==> config.mk <==
export PLATFORM = sky130hd
export DESIGN_NAME = stream_prefetch_buffer
export DESIGN_NICKNAME = d
export VERILOG_FILES = /design/src/rtl/sbp_pkg.sv /design/src/rtl/sbp_entry.sv /design/src/rtl/sbp_ctrl.sv /design/src/rtl/stream_prefetch_buffer.sv
export SDC_FILE = /design/constraint.sdc
export NUM_CORES = 1
export LEC_CHECK = 0
export BUFFER_PORTS_ARGS = -buffer_cell sky130_fd_sc_hd__buf_2
export CORE_MARGIN = 4
export CORE_UTILIZATION = 57
export CTS_BUF_LIST = sky130_fd_sc_hd__clkbuf_2
export DETAILED_ROUTE_END_ITERATION = 10
export GPL_ROUTABILITY_DRIVEN = 0
export HOLD_SLACK_MARGIN = 0.02
export PLACE_DENSITY = 0.83
export SLEW_MARGIN = 20
export SYNTH_ARGS = -nofsm -noshare
export SYNTH_HDL_FRONTEND = slang
export SYNTH_SLANG_ARGS = --single-unit
==> constraint.sdc <==
create_clock -name clk -period 3 [get_ports clk]
set_input_delay 0.6 -clock clk [delete_from_list [all_inputs] [get_ports clk]]
set_output_delay 0.6 -clock clk [all_outputs]
set_load 0.05 [all_outputs]
==> src/rtl/sbp_pkg.sv <==
package sbp_pkg;
  typedef enum logic [2:0] {
    ST_IDLE,     // waiting for a miss; may send or receive the prefetch
    ST_DEM_REQ,  // demand request driven to memory
    ST_DEM_WAIT, // demand data awaited
    ST_DRAIN,    // stale prefetch data awaited and discarded
    ST_PF_WAIT   // miss waits on the in-flight prefetch
  } sbp_state_t;
endpackage

==> src/rtl/sbp_entry.sv <==
module sbp_entry #(
  parameter int ABITS = 10,
  parameter int DBITS = 32
) (
  input  logic             clk,
  input  logic             rst,
  input  logic             clear,
  input  logic             load_tag,
  input  logic [ABITS-1:0] new_tag,
  input  logic             fill,
  input  logic [DBITS-1:0] fill_data,
  input  logic [ABITS-1:0] probe_addr,
  output logic [ABITS-1:0] tag,
  output logic [DBITS-1:0] data,
  output logic             valid,
  output logic             tag_match
);
  logic [ABITS-1:0] tag_q;
  logic [DBITS-1:0] data_q;
  logic             valid_q;

  always_ff @(posedge clk) begin
    if (rst) begin
      tag_q   <= '0;
      valid_q <= 1'b0;
    end else begin
      if (clear)    valid_q <= 1'b0;
      if (fill)     valid_q <= 1'b1;
      if (load_tag) tag_q   <= new_tag;
    end
  end

  // data storage carries no reset so it maps onto plain registers or RAM
  always_ff @(posedge clk) begin
    if (fill) data_q <= fill_data;
  end

  assign tag       = tag_q;
  assign data      = data_q;
  assign valid     = valid_q;
  assign tag_match = (tag_q == probe_addr);
endmodule

==> src/rtl/sbp_ctrl.sv <==
module sbp_ctrl
  import sbp_pkg::*;
#(
  parameter int ABITS = 10,
  parameter int DBITS = 32
) (
  input  logic             clk,
  input  logic             rst,
  input  logic             miss_valid,
  output logic             miss_ready,
  input  logic [ABITS-1:0] miss_addr,
  output logic             resp_valid,
  output logic [ABITS-1:0] resp_addr,
  output logic [DBITS-1:0] resp_data,
  output logic             mem_req_valid,
  input  logic             mem_req_ready,
  output logic [ABITS-1:0] mem_req_addr,
  input  logic             mem_rsp_valid,
  input  logic [DBITS-1:0] mem_rsp_data,
  input  logic [ABITS-1:0] sb_tag,
  input  logic [DBITS-1:0] sb_data,
  input  logic             sb_valid,
  input  logic             sb_match,
  output logic             ent_clear,
  output logic             ent_load_tag,
  output logic [ABITS-1:0] ent_new_tag,
  output logic             ent_fill
);
  sbp_state_t       state_q;
  logic             pf_issue_q;  // prefetch request not yet accepted
  logic             pf_wait_q;   // prefetch accepted, data not yet back
  logic [ABITS-1:0] dem_addr_q;
  logic             resp_valid_q;
  logic [ABITS-1:0] resp_addr_q;
  logic [DBITS-1:0] resp_data_q;

  logic accept, buf_hit, pend_hit, idle, rsp_dem, rsp_pf;

  assign idle       = (state_q == ST_IDLE);
  assign miss_ready = idle && !pf_issue_q && !(pf_wait_q && mem_rsp_valid);
  assign accept     = miss_valid && miss_ready;
  assign buf_hit    = sb_valid && sb_match;
  assign pend_hit   = pf_wait_q && sb_match;
  assign rsp_dem    = (state_q == ST_DEM_WAIT) && mem_rsp_valid;
  assign rsp_pf     = (state_q == ST_PF_WAIT) && mem_rsp_valid;

  assign mem_req_valid = (state_q == ST_DEM_REQ) || (idle && pf_issue_q);
  assign mem_req_addr  = (state_q == ST_DEM_REQ) ? dem_addr_q : sb_tag;

  always_comb begin
    ent_clear    = accept;
    ent_fill     = idle && pf_wait_q && mem_rsp_valid;
    ent_load_tag = 1'b0;
    ent_new_tag  = sb_tag + 1'b1;
    if (accept && buf_hit) begin
      ent_load_tag = 1'b1;
      ent_new_tag  = miss_addr + 1'b1;
    end else if (rsp_dem) begin
      ent_load_tag = 1'b1;
      ent_new_tag  = dem_addr_q + 1'b1;
    end else if (rsp_pf) begin
      ent_load_tag = 1'b1;
    end
  end

  always_ff @(posedge clk) begin
    if (rst) begin
      state_q      <= ST_IDLE;
      pf_issue_q   <= 1'b0;
      pf_wait_q    <= 1'b0;
      dem_addr_q   <= '0;
      resp_valid_q <= 1'b0;
      resp_addr_q  <= '0;
      resp_data_q  <= '0;
    end else begin
      resp_valid_q <= 1'b0;
      unique case (state_q)
        ST_IDLE: begin
          if (pf_issue_q && mem_req_ready) begin
            pf_issue_q <= 1'b0;
            pf_wait_q  <= 1'b1;
          end
          if (pf_wait_q && mem_rsp_valid) pf_wait_q <= 1'b0;
          if (accept) begin
            if (buf_hit) begin
              resp_valid_q <= 1'b1;
              resp_addr_q  <= miss_addr;
              resp_data_q  <= sb_data;
              pf_issue_q   <= 1'b1;
            end else if (pend_hit) begin
              state_q <= ST_PF_WAIT;
            end else begin
              dem_addr_q <= miss_addr;
              state_q    <= pf_wait_q ? ST_DRAIN : ST_DEM_REQ;
            end
          end
        end
        ST_DRAIN: begin
          if (mem_rsp_valid) begin
            pf_wait_q <= 1'b0;
            state_q   <= ST_DEM_REQ;
          end
        end
        ST_DEM_REQ: begin
          if (mem_req_ready) state_q <= ST_DEM_WAIT;
        end
        ST_DEM_WAIT: begin
          if (mem_rsp_valid) begin
            resp_valid_q <= 1'b1;
            resp_addr_q  <= dem_addr_q;
            resp_data_q  <= mem_rsp_data;
            pf_issue_q   <= 1'b1;
            state_q      <= ST_IDLE;
          end
        end
        ST_PF_WAIT: begin
          if (mem_rsp_valid) begin
            resp_valid_q <= 1'b1;
            resp_addr_q  <= sb_tag;
            resp_data_q  <= mem_rsp_data;
            pf_wait_q    <= 1'b0;
            pf_issue_q   <= 1'b1;
            state_q      <= ST_IDLE;
          end
        end
        default: state_q <= ST_IDLE;
      endcase
    end
  end

  assign resp_valid = resp_valid_q;
  assign resp_addr  = resp_addr_q;
  assign resp_data  = resp_data_q;
endmodule

==> src/rtl/stream_prefetch_buffer.sv <==
module stream_prefetch_buffer #(
  parameter int ABITS = 10,
  parameter int DBITS = 32
) (
  input  logic             clk,
  input  logic             rst,
  input  logic             miss_valid,
  output logic             miss_ready,
  input  logic [ABITS-1:0] miss_addr,
  output logic             resp_valid,
  output logic [ABITS-1:0] resp_addr,
  output logic [DBITS-1:0] resp_data,
  output logic             mem_req_valid,
  input  logic             mem_req_ready,
  output logic [ABITS-1:0] mem_req_addr,
  input  logic             mem_rsp_valid,
  input  logic [DBITS-1:0] mem_rsp_data
);
  logic [ABITS-1:0] ent_tag, ent_new_tag;
  logic [DBITS-1:0] ent_data;
  logic             ent_valid, ent_match, ent_clear, ent_load_tag, ent_fill;

  sbp_entry #(.ABITS(ABITS), .DBITS(DBITS)) u_entry (
    .clk        (clk),
    .rst        (rst),
    .clear      (ent_clear),
    .load_tag   (ent_load_tag),
    .new_tag    (ent_new_tag),
    .fill       (ent_fill),
    .fill_data  (mem_rsp_data),
    .probe_addr (miss_addr),
    .tag        (ent_tag),
    .data       (ent_data),
    .valid      (ent_valid),
    .tag_match  (ent_match)
  );

  sbp_ctrl #(.ABITS(ABITS), .DBITS(DBITS)) u_ctrl (
    .clk           (clk),
    .rst           (rst),
    .miss_valid    (miss_valid),
    .miss_ready    (miss_ready),
    .miss_addr     (miss_addr),
    .resp_valid    (resp_valid),
    .resp_addr     (resp_addr),
    .resp_data     (resp_data),
    .mem_req_valid (mem_req_valid),
    .mem_req_ready (mem_req_ready),
    .mem_req_addr  (mem_req_addr),
    .mem_rsp_valid (mem_rsp_valid),
    .mem_rsp_data  (mem_rsp_data),
    .sb_tag        (ent_tag),
    .sb_data       (ent_data),
    .sb_valid      (ent_valid),
    .sb_match      (ent_match),
    .ent_clear     (ent_clear),
    .ent_load_tag  (ent_load_tag),
    .ent_new_tag   (ent_new_tag),
    .ent_fill      (ent_fill)
  );
endmodule

; ---- Word-level counts from Yosys, hierarchy flattened
; Index checks and enable logic that the tools add are counted.
[word_totals]
register_bits = 101
inputBits = 47
output_inout_bits = 55
elab_cells = 97
[classes]
add_sub_neg = 3
n_eq_ne = 15
n_mux = 38
bitwise = 2
reduce_logical = 29
[op_table]
columns = cell, count
row1 = $mux 32, 3
row2 = $mux 10, 7
row3 = $pmux 32 s2, 1
row4 = $add 10x1->10 const B, 3
row5 = $pmux 10 s3, 1
row6 = $mux 3, 6
row7 = $mux 1, 15
row8 = $logic_and 1x1->1, 13
row9 = $pmux 3 s4, 1
row10 = $eq 10x10->1, 1
row11 = $ne 2x2->1 const B, 5
row12 = $reduce_and 5->1, 2
row13 = $ne 2x1->1 const B, 4
row14 = $reduce_and 4->1, 2
row15 = $eq 3x2->1 const B, 2
row16 = $pmux 1 s2, 3
row17 = $reduce_bool 2->1, 3
row18 = $reduce_or 2->1, 2
row19 = $eq 3x1->1 const B, 1
row20 = $eq 3x3->1 const B, 1
row21 = $logic_not 3->1, 1
row22 = $ne 3x3->1 const B, 1
row23 = $reduce_and 3->1, 1
row24 = $reduce_bool 3->1, 1
row25 = 5 further kinds, 7

; ---- Depth between registers and ports, before layout
[depth]
ltp_word = 6
mapped_depth = 12
mapped_depth_nobuf = 9

; ---- Modules after synthesis
; A second synthesis with hierarchy kept.
[unflattened]
cells_unflattened = 446
hier_area_um2 = 4742.0
[by_module_without_submodules]
columns = module, n_inst, cells_per_inst, area_each_um2, seq_area_each_um2
row1 = sbp_ctrl, 1, 365, 3285.7, 1161.1
row2 = sbp_entry, 1, 81, 1456.4, 1181.1

; ---- Least setup slack after synthesis
; No wires, ideal clock.
[synth_timing]
kind = input-to-reg
start = input mem_rsp_valid
end = register u_entry.tag_q[8] (netlist: u_entry.tag[8])
setup_time_ns = 0.074
arrival_ns = 2.643
required_time_ns = 2.926
slack_ns = 0.283
path_stages = 12
path_cell_list = clkbuf_1 > nor4bb_1 > clkbuf_1 > buf_2 > nand2_1 > nand2_1 > ha_1 > nand3_1 > or3_1 > a21oi_1 > o22ai_1 > a31oi_1
[synth_via]
elab_chain_len = 6
elab_cells_between_ends = 12
classes_between = mux (5) / reduce/logical (7)
[synth_rtl]
columns = element, line_no
row1 = start: declaration, stream_prefetch_buffer.sv:16  ; input logic mem_rsp_valid,
row2 = $logic_and 1x1->1, sbp_ctrl.sv:40  ; assign miss_ready = idle && !pf_issue_q && !(pf_wait_q && mem_rsp_valid);
row3 = $logic_not 1->1, sbp_ctrl.sv:40
row4 = $logic_and 1x1->1, sbp_ctrl.sv:40
row5 = $logic_and 1x1->1, sbp_ctrl.sv:41  ; assign accept = miss_valid && miss_ready;
row6 = $logic_and 1x1->1, sbp_ctrl.sv:55  ; if (accept && buf_hit) begin
row7 = $mux 10 / $mux 1 (equally long branches), sbp_ctrl.sv:55
row8 = end signal: assignment, sbp_entry.sv:29  ; if (load_tag) tag_q <= new_tag;
row9 = end: declaration, sbp_entry.sv:18  ; logic [ABITS-1:0] tag_q;
; Several ways; a longest one is shown, not always the timed one.
; A chain may end at the register's enable or synchronous reset.

; ---- Worst setup path after layout
[layout_timing]
start = register u_ctrl.state_q[2]
end = output mem_req_addr[3]
[layout_via]
elab_chain_len = 2
[layout_rtl]
columns = element, line_no
row1 = start: declaration, sbp_ctrl.sv:29  ; sbp_state_t state_q;
row2 = start signal: assignment, sbp_ctrl.sv:94  ; state_q <= pf_wait_q ? ST_DRAIN : ST_DEM_REQ;
row3 = $eq 3x1->1, sbp_ctrl.sv:48  ; assign mem_req_addr = (state_q == ST_DEM_REQ) ? dem_addr_q : sb_tag;
row4 = $mux 10, sbp_ctrl.sv:48
row5 = end: declaration, stream_prefetch_buffer.sv:15  ; output logic [ABITS-1:0] mem_req_addr,
; Every way passes these cells.

==> impl_metrics.tcl <==
set metrics [dict create \
    status "completed" \
    cellPowerDensity_nw_per_um2 485 \
    layout_common_cells "100 x buf_2, 67 x dfxtp_1, 47 x nor3_1" \
    whs_path_depth 1 \
    syn2layout_area_growth_pct 15.3 \
    grt_pass1_wl_mm 20.9 \
    io_buffers 101 \
    swShare_pct 34.2 \
    synthCells 487 \
    synth_warnings 0 \
    synthFlopType "dfxtp_1" \
    power.clock.fraction_pct 25.2 \
    clock-skew-final_ps 47.5 \
    cts_tree "yes" \
    setup_slack_ps 164 \
    path_max_fanout 14 \
    met3_usage_pct 6.51 \
    floorplan.die.height_um 101 \
    fillers 647 \
    post-place-ws_ps 433 \
    pwr-share-seq_pct 55.4 \
    worstSetupPathType "flop to output port" \
    placed_cell_area_um2 5490 \
    peakVddDrop_mv 0.317 \
    drive_above_1_share_pct 27.3 \
    syn_area_um2 4910 \
    period_needed_ps 2840 \
    fin_tns_setup_ps 0 \
    postLayoutCellArea_um2 5660 \
    drc_errors 0 \
    die-area_um2 10200 \
    cap_violations 0 \
    worstHoldPathType "input port to flop" \
    fin_crit_sh_pct 94.5 \
    n_antenna_cell 0 \
    first_global_vias 4243 \
    cts_buffer_depth 2 \
    synth_edf_count 32 \
    syn_nets 535 \
    yosysSeqAreaShare_pct 47.7 \
    cts_num_sinks 101 \
    arrival_ps 2240 \
    gr-total-overflow 0 \
    rows 33 \
    die_w_um 101 \
    yosysUniqueCellTypes 56 \
    num_io_pins 102 \
    rsz0062_at_grt "false" \
    ant_nets 0 \
    slew_violations 0 \
    holdBufCountCts 0 \
    wire_per_inst_um 18.5 \
    cts_root_buf "clkbuf_2" \
    layout_commonest_cell "buf_2" \
    yosysTopAreaCell "dfxtp_1" \
    drt-initial-drc-count 392 \
    viasPerCell 6.17 \
    async_flop_share_pct 0 \
    tightest_slew_ps 597 \
    cts.clk_slew.worst_paths_ps 340 \
    place_inst 661 \
    fin_cells 680 \
    pwr-share-comb_pct 19.4 \
    routed-via-count 4194 \
    drt_wl_total_mm 12.6 \
    rr_worst_depth 7 \
    start_util_pct 59.1 \
    h-tree-depth 3 \
    final_nets 618 \
    hold_violations 0 \
    ys_seq_elements 101 \
    internal-power_mw 1.81 \
    dr.pass1.iters 7 \
    hpwlAfterDp_mm 8.64 \
    relSlewSlack_pct 60.2 \
    cts-buffers-inserted 9 \
    setup_viol 0 \
    max_freq_ghz 0.353 \
    power.leakage_nw 2.14 \
    clock_latency_ps 600 \
    cp-end-kind "output port" \
    grt_max_degree 57 \
    met1_usage_pct 32.6 \
    cp-start-kind "flop" \
    grt_busiest_layer "met2" \
    p_sw_mw 0.939 \
    yosys-top-cells-area "dfxtp_1 28%, edfxtp_1 20%, mux2i_1 9.2%" \
    cp_data_required_time_ps 2400 \
    synth_top_cell_area_share_pct 28.1 \
    use_met2_pct 42.5 \
    antenna_found_initial 0 \
    utilization_pct 68.2 \
    avgSynthCellArea_um2 10.1 \
    track_usage_pct 25.6 \
    core-area_um2 8300 \
]
-- sequential cells by signal, summed over array words and instances, names as in the netlist, 3 cells and up --
name and count:
u_ctrl.dem_addr_q 10, u_ctrl.resp_addr 10, u_ctrl.resp_data 32, u_ctrl.state_q 3
u_entry.data 32, u_entry.tag 10
-- cells in the mapped netlist, types with 4 or more instances --
cell type,count
inv_1,8
nor2_1,12
nand2_1,17
buf_2,8
o21ai_0,12
nand3_1,15
nor3_1,48
nand4_1,5
a21oi_1,21
dfxtp_1,69
edfxtp_1,32
a211oi_1,42
nand2b_1,22
buf_1,4
mux2_2,9
a31oi_1,8
clkbuf_1,32
mux2i_1,45
a22o_1,10
xnor2_1,12
-- path summary, 6_finish.rpt --
kind | startpoint | endpoint | slack, ps
worst min register to register | u_ctrl.dem_addr_q[9] | u_ctrl.dem_addr_q[9] | 530
worst max-delay path | u_ctrl.state_q[2] | mem_req_addr[3] | 160
worst max register to register | u_ctrl.state_q[1] | u_ctrl.resp_data[8] | 590
worst min-delay path | mem_rsp_data[17] | u_entry.data[17] | 150
-- cell families after synthesis --
group / share of synthesized area (%)
buf+inv: 4.95
fa+ha+maj: 0.255
flops: 47.7
simple gates: 15.9
mux: 11.5
xor+xnor: 2.50
compound gates: 17.2
-- power by group through the flow --
| stage | Sequential [mW] | Combinational [mW] | Clock, mW |
|---|---|---|---|
| 6_report | 1.52 | 0.531 | 0.692 |
| 5_1_grt | 1.53 | 0.571 | 0.768 |
| 4_1_cts | 1.52 | 0.521 | 0.704 |
| 3_5_place_dp | 1.55 | 0.519 | 0 |
| 3_3_place_gp | 1.54 | 0.508 | 0 |
| 2_1_floorplan | 1.59 | 0.328 | 0 |
-- per-layer routing --
layer	up-vias	routed length [um]	share of wire, %
met3	25	921	7.3
met2	190	6170	49
met1	1986	5260	42
met5	-	0	0
met4	0	225	1.8
li1	1993	-	-
-- stage by stage --
| step | power (mW) | hold slack (ps) |
|---|---|---|
| 6_report | 2.74 | 149 |
| 5_1_grt | 2.87 | 64.5 |
| 4_1_cts | 2.75 | 117 |
| 3_5_place_dp | 2.07 | 522 |
| 3_3_place_gp | 2.05 | 497 |
| 2_1_floorplan | 1.92 | 475 |
-- final cells by class --
| class | count | area (um2) | area share (%) |
|---|---|---|---|
| well taps | 105 | 131 | 2.32 |
| inverters | 8 | 30.0 | 0.531 |
| multi-input cells | 330 | 2340 | 41.4 |
| repair buffers | 120 | 676 | 11.9 |
| clock inverters | 7 | 86.3 | 1.53 |
| clock buffers | 9 | 45.0 | 0.796 |
| flip-flops and latches | 101 | 2350 | 41.5 |
-- critical path, cell delays in order (launching register included) --
cell and delay (ps):
dfxtp_2 440, buf_4 200, nor3_2 220, buf_4 220, mux2_2 350, buf_2 210
-- what timing repair did --
action	CTS	global route
endpoints found under the setup margin	10	9
resized for setup	2	3
buffers inserted	0	3
pin swaps	0	0
Note: power is estimated with default switching activity, not from simulation.
